## src/rtl/bomb_place_pkg.sv

```systemverilog
package bomb_place_pkg;
   typedef enum logic {
      PL_IDLE = 1'b0,
      PL_TEST = 1'b1
   } place_state_e;
endpackage

```

## src/rtl/bp_cand_decode.sv

```systemverilog
module bp_cand_decode #(
   parameter int unsigned CELLS = 16,
   parameter int unsigned POS_W = $clog2(CELLS)
) (
   input  logic [POS_W-1:0] pos_i,
   input  logic             long_i,
   output logic [CELLS-1:0] cells_o
);
   for (genvar c = 0; c < CELLS; c++) begin : g_cell
      localparam int unsigned PREV = (c + CELLS - 1) % CELLS;
      assign cells_o[c] = (pos_i == POS_W'(c)) |
                          (long_i & (pos_i == POS_W'(PREV)));
   end
endmodule

```

## src/rtl/bp_guard_band.sv

```systemverilog
module bp_guard_band #(
   parameter int unsigned CELLS = 16,
   parameter int unsigned GAP   = 1
) (
   input  logic [CELLS-1:0] placed_i,
   output logic [CELLS-1:0] band_o
);
   for (genvar c = 0; c < CELLS; c++) begin : g_cell
      logic [2*GAP:0] taps;
      assign taps[GAP] = placed_i[c];
      for (genvar d = 1; d <= GAP; d++) begin : g_dist
         assign taps[GAP+d] = placed_i[(c + d) % CELLS];
         assign taps[GAP-d] = placed_i[(c + CELLS - d) % CELLS];
      end
      assign band_o[c] = |taps;
   end
endmodule

```

## src/rtl/bp_field_sel.sv

```systemverilog
module bp_field_sel #(
   parameter int unsigned BOMBS   = 3,
   parameter int unsigned FIELD_W = 5,
   parameter int unsigned IDX_W   = 2
) (
   input  logic [BOMBS*FIELD_W-1:0] seed_i,
   input  logic [IDX_W-1:0]         idx_i,
   output logic [FIELD_W-1:0]       field_o
);
   logic [FIELD_W-1:0] slices [BOMBS];

   for (genvar k = 0; k < BOMBS; k++) begin : g_slice
      assign slices[k] = seed_i[k*FIELD_W +: FIELD_W];
   end

   always_comb begin
      field_o = '0;
      for (int k = 0; k < BOMBS; k++) begin
         if (idx_i == IDX_W'(k)) field_o = slices[k];
      end
   end
endmodule

```

## src/rtl/bomb_placer.sv

```systemverilog
module bomb_placer
   import bomb_place_pkg::*;
#(
   parameter int unsigned CELLS = 16,
   parameter int unsigned BOMBS = 3,
   parameter int unsigned GAP   = 1,
   localparam int unsigned POS_W   = $clog2(CELLS),
   localparam int unsigned FIELD_W = POS_W + 1,
   localparam int unsigned SEED_W  = BOMBS * FIELD_W,
   localparam int unsigned IDX_W   = (BOMBS > 1) ? $clog2(BOMBS + 1) : 1
) (
   input  logic              clk_i,
   input  logic              rst_ni,
   input  logic              start_i,
   input  logic [SEED_W-1:0] seed_i,
   output logic [CELLS-1:0]  mask_o,
   output logic              done_o
);
   if (CELLS != (1 << POS_W)) begin : g_bad_cells
      $error("bomb_placer: CELLS must be a power of two");
   end
   if (BOMBS < 1) begin : g_bad_bombs
      $error("bomb_placer: BOMBS must be at least one");
   end
   if ((2 + 2 * GAP) * BOMBS > CELLS) begin : g_bad_fit
      $error("bomb_placer: bombs with gaps may not fit in CELLS");
   end

   place_state_e       state_q;
   logic [IDX_W-1:0]   idx_q;
   logic [IDX_W-1:0]   idx_inc;
   logic [SEED_W-1:0]  seed_q;
   logic [POS_W-1:0]   pos_q;
   logic               long_q;
   logic [CELLS-1:0]   placed_q;
   logic [CELLS-1:0]   cand;
   logic [CELLS-1:0]   band;
   logic [FIELD_W-1:0] nxt_field;
   logic               fits;
   logic               last;
   logic               done_q;
   logic               busy;

   bp_cand_decode #(.CELLS(CELLS), .POS_W(POS_W)) u_decode (
      .pos_i  (pos_q),
      .long_i (long_q),
      .cells_o(cand)
   );

   bp_guard_band #(.CELLS(CELLS), .GAP(GAP)) u_band (
      .placed_i(placed_q),
      .band_o  (band)
   );

   bp_field_sel #(.BOMBS(BOMBS), .FIELD_W(FIELD_W), .IDX_W(IDX_W)) u_sel (
      .seed_i (seed_q),
      .idx_i  (idx_inc),
      .field_o(nxt_field)
   );

   assign idx_inc = idx_q + IDX_W'(1);
   assign last    = (idx_q == IDX_W'(BOMBS - 1));
   assign fits    = ~|(cand & band);
   assign busy    = (state_q == PL_TEST);

   always_ff @(posedge clk_i) begin
      if (!rst_ni) begin
         state_q  <= PL_IDLE;
         idx_q    <= '0;
         seed_q   <= '0;
         pos_q    <= '0;
         long_q   <= 1'b0;
         placed_q <= '0;
         done_q   <= 1'b0;
      end else begin
         done_q <= 1'b0;
         case (state_q)
            PL_IDLE: begin
               if (start_i) begin
                  seed_q   <= seed_i;
                  pos_q    <= seed_i[POS_W-1:0];
                  long_q   <= seed_i[POS_W];
                  idx_q    <= '0;
                  placed_q <= '0;
                  state_q  <= PL_TEST;
               end
            end
            PL_TEST: begin
               if (fits) begin
                  placed_q <= placed_q | cand;
                  if (last) begin
                     state_q <= PL_IDLE;
                     done_q  <= 1'b1;
                  end else begin
                     idx_q  <= idx_inc;
                     pos_q  <= nxt_field[POS_W-1:0];
                     long_q <= nxt_field[POS_W];
                  end
               end else begin
                  pos_q <= pos_q + POS_W'(1);
               end
            end
            default: state_q <= PL_IDLE;
         endcase
      end
   end

   assign mask_o = placed_q;
   assign done_o = done_q;
endmodule

```

## config.mk

```make
export PLATFORM = sky130hd
export DESIGN_NAME = bomb_placer
export DESIGN_NICKNAME = d
export VERILOG_FILES = /design/src/rtl/bomb_place_pkg.sv /design/src/rtl/bp_cand_decode.sv /design/src/rtl/bp_guard_band.sv /design/src/rtl/bp_field_sel.sv /design/src/rtl/bomb_placer.sv
export SDC_FILE = /design/constraint.sdc
export NUM_CORES = 1
export LEC_CHECK = 0
export CORE_ASPECT_RATIO = 0.7
export CORE_UTILIZATION = 30
export CTS_CLUSTER_SIZE = 20
export DETAILED_ROUTE_END_ITERATION = 6
export PLACE_DENSITY = 0.64
export SLEW_MARGIN = 20
export SYNTH_ARGS = -nofsm -noshare
export SYNTH_HDL_FRONTEND = slang
export SYNTH_HIERARCHICAL = 1
export SYNTH_SLANG_ARGS = --single-unit
```

## constraint.sdc

```tcl
create_clock -name clk_i -period 2.1 [get_ports clk_i]
set_input_delay 0.315 -clock clk_i [delete_from_list [all_inputs] [get_ports clk_i]]
set_output_delay 0.315 -clock clk_i [all_outputs]
set_load 0.05 [all_outputs]
```

==> results.md <==
* Placed cells at 396
* Endpoint class of the critical path: register
* Crit-path cells: or3_4, a22oi_2, nand2_2, nor4_4, buf_6, mux2_2, a31oi_1
* Leak Pwr at around 1.3 nW
* Finished Layout Cells at around 400
* Global placer's final weighted congestion at roughly 0.88
* Rows at 25
* DRC Markers at 0
* Worst EP arrival at between 2 and 2.5 ns
* First-pass GRT wire length at roughly 9.5 mm
* Yosys reg bits at 40
* Initial core utilization at 0.311
* WP buf/inv at 1
* Pwr Density at between 600 and 700 mW/mm^2
* Primary FF master, synth: dfxtp_1
* Mapped Cells at around 250
* Max_cap viols at 0
* Startpoint Class: register
* Flop-to-flop setup slack at -0.04 ns
* Status: finished, violations left
* Fin Hold WS at 0.457 ns
* Synth unique cells at 46
* Drt total wl at between 5 and 6 mm
* Final setup viols at 17
* Die H at 72.0 um
* Num Clock Sinks at 40
* Largest stage delay on the critical path at approximately 0.39 ns
* Vias in the first global route at slightly below 2000
* Initial drt markers at around 110
* Syn_nets at 265
* Clock buffer depth at 2
* Worst-path fanout max at 8
* Worst-Skew Late Latency at around 0.3 ns
* Seq/Total Area, Yosys at 0.382
* Global route overflow at 0
* Nets at approximately 330
* Clk root buf: clkbuf_8
* Routed Antenna Nets at 0
* Wire length per cell at 14.1 um
* DP HPWL at ~4.2 mm
* Clock skew at about 0.0097 ns
* Post-DP Area at about 0.0028 sq mm
* Vias per cell at 5.03
* CTS tree: yes
* Final instance area at 0.00298 sq mm
* Worst EP required at 2.32 ns
* TritonCTS buffer count at 5
* I/O pin total at 35
* Largest net degree at the start of global routing at 24
* Fraction of registers with async set or reset after synthesis at 0
* DIE AREA at roughly 0.0073 sq mm
* FF/Latch Area at ~840 sq um
* Fin crit period at around 2.1 ns
* Antenna violations before repair at 0
* Post-synth EDFFs at 0
* Top Family by Delay on Critical Path: simple AND/OR/NAND/NOR gates
* Final period util at 1.02
* Relative max-transition margin at 0.529
* Max Clk Rate at 467 MHz
* Core footprint at 0.00676 sq mm
* Yosys Warn Count at 6
* CTS HTree Levels at 2
* Worst vdd ir at roughly 0.00025 V
* Mapped cell area at 0.00210 sq mm
* # diodes at 0
* Setup CP Type: register to register
* Syn avg cell area at roughly 8.6 sq um
* Fin. max-slew vios at 0
* RSZ-0062 raised after global routing: yes
* Slowest CP cell: or3_4
* Failing checks: negative setup slack
* Worst Tran Pin Value at between 0.7 and 0.8 ns
* Port bufs at 34
* DR pass1 iterations at 4
* Slack of the critical path at -0.0397 ns
* Fin. Hold Viols at 0
* Multi-input gate area at 0.00126 sq mm
* Area Overhead vs Synth at 42.0%
* Hold-fix buffers, CTS at 0
* Gr usage total at 0.166
* Via Count at 2044
* Worst-path clk slew at ~0.080 ns
* Share of cells above drive strength 1 at 0.298
* Min-Delay Path Class: register to register
* Fillers at around 690
* Die Width at slightly above 100 um
-- path summary, 6_finish.rpt --
path,end,cells after the start,from
worst min-delay path,seed_q[2],2,seed_q[2]
worst min register to register,seed_q[2],2,seed_q[2]
worst max register to register,pos_q[2],7,mask_o[9]
worst max-delay path,pos_q[2],7,mask_o[9]
-- state kept, by name, indices dropped and copies added (netlist names) --
signal  flops
long_q      1
done_o      1
pos_q       4
mask_o     16
idx_q       2
seed_q     15
busy        1
-- cell type report --
cell class	count	share of cell area
clock buffer	6	0.0243
multi-input combinational	185	0.422
timing repair buffer	75	0.223
tap	94	0.0395
sequential	40	0.283
inverter	4	0.00504
clock inverter	2	0.00378
-- where the power goes --
group          internal (W)  leakage (nW)  total, W  switching [W]
Clock              0.000233        0.0455  0.000512       0.000279
Combinational      0.000239         0.875  0.000481       0.000242
Sequential         0.000795         0.338  0.000836      0.0000412
-- Yosys cell counts, types with 3 or more instances --
cell / count / area, sq um
mux2_2: 3 / 33.8
nor3_1: 3 / 15.0
o2bb2ai_1: 5 / 43.8
and3_1: 3 / 18.8
nand2_1: 43 / 161
a21oi_1: 24 / 120
nand2b_1: 9 / 56.3
dfxtp_1: 40 / 801
or3_1: 18 / 113
nor2_1: 9 / 33.8
a22oi_1: 8 / 60.1
mux2i_1: 8 / 80.1
inv_1: 3 / 11.3
clkbuf_1: 9 / 33.8
a22o_1: 16 / 140
-- tightest hold or removal path, cell delays in order, from the launching register on --
cell	delay, ns
dfxtp_1	0.31
nand2_1	0.05
a21oi_1	0.05
-- cells by family after synthesis --
logic type / count (synthesis) / synth area share
AND/OR/NAND/NOR: 100 / 0.248
AO/OA/AOI/OAI: 70 / 0.241
adder cells (fa/ha/maj): 2 / 0.0119
XOR/XNOR: 2 / 0.00835
buffers and inverters: 20 / 0.0549
flip-flops: 40 / 0.382
multiplexers: 11 / 0.0543
-- cells in the final DEF (no fill, tap or decap), types with 2 or more instances in the layout --
cell type | netlist | final
nand4_1 | 2 | 2
a22oi_1 | 8 | 6
o311ai_1 | 2 | 2
a31oi_1 | 2 | 2
nand2_1 | 43 | 43
dfxtp_2 | 0 | 15
mux2_2 | 3 | 2
nand2b_1 | 9 | 6
buf_4 | 2 | 39
nor3_1 | 3 | 2
and3_1 | 3 | 3
o41ai_2 | 2 | 2
o211ai_1 | 2 | 2
a22o_1 | 16 | 16
a21oi_1 | 24 | 23
clkdlybuf4s50_1 | 0 | 34
nand2b_4 | 0 | 3
or3_1 | 18 | 17
a22oi_2 | 0 | 2
dfxtp_4 | 0 | 6
and2_1 | 2 | 2
dfxtp_1 | 40 | 19
clkbuf_8 | 0 | 5
a41oi_1 | 2 | 2
ha_1 | 2 | 2
nand3_1 | 2 | 2
mux2i_1 | 8 | 8
o2bb2ai_1 | 5 | 5
o21ai_1 | 2 | 2
nor2_1 | 9 | 7
inv_1 | 3 | 3
nor2_2 | 0 | 2
-- through the flow --
step           utilization  worst slack, ns  TNS (ns)  total power [W]
4_1_cts              0.434         -0.00350  -0.00350          0.00183
3_5_place_dp         0.418           -0.206     -1.43          0.00129
6_report             0.441          -0.0397    -0.236          0.00183
2_1_floorplan            -          -0.0734    -0.753          0.00112
5_1_grt              0.441           -0.145     -2.11          0.00192
3_3_place_gp         0.418           -0.177     -1.47          0.00129
-- per-layer routing --
metal	vias to the layer above	global-route usage	share of wire
met5	-	0	0
met4	0	0.0603	0.010
met3	5	0.0299	0.035
met2	43	0.251	0.45
met1	964	0.236	0.51
li1	1032	-	-
-- what timing repair did --
item,in CTS,in global routing
gates resized for setup,7,8
endpoints found under the setup margin,8,16
setup buffers,1,1
pin swaps,1,3
No activity file was read; power rests on OpenSTA's default activity.
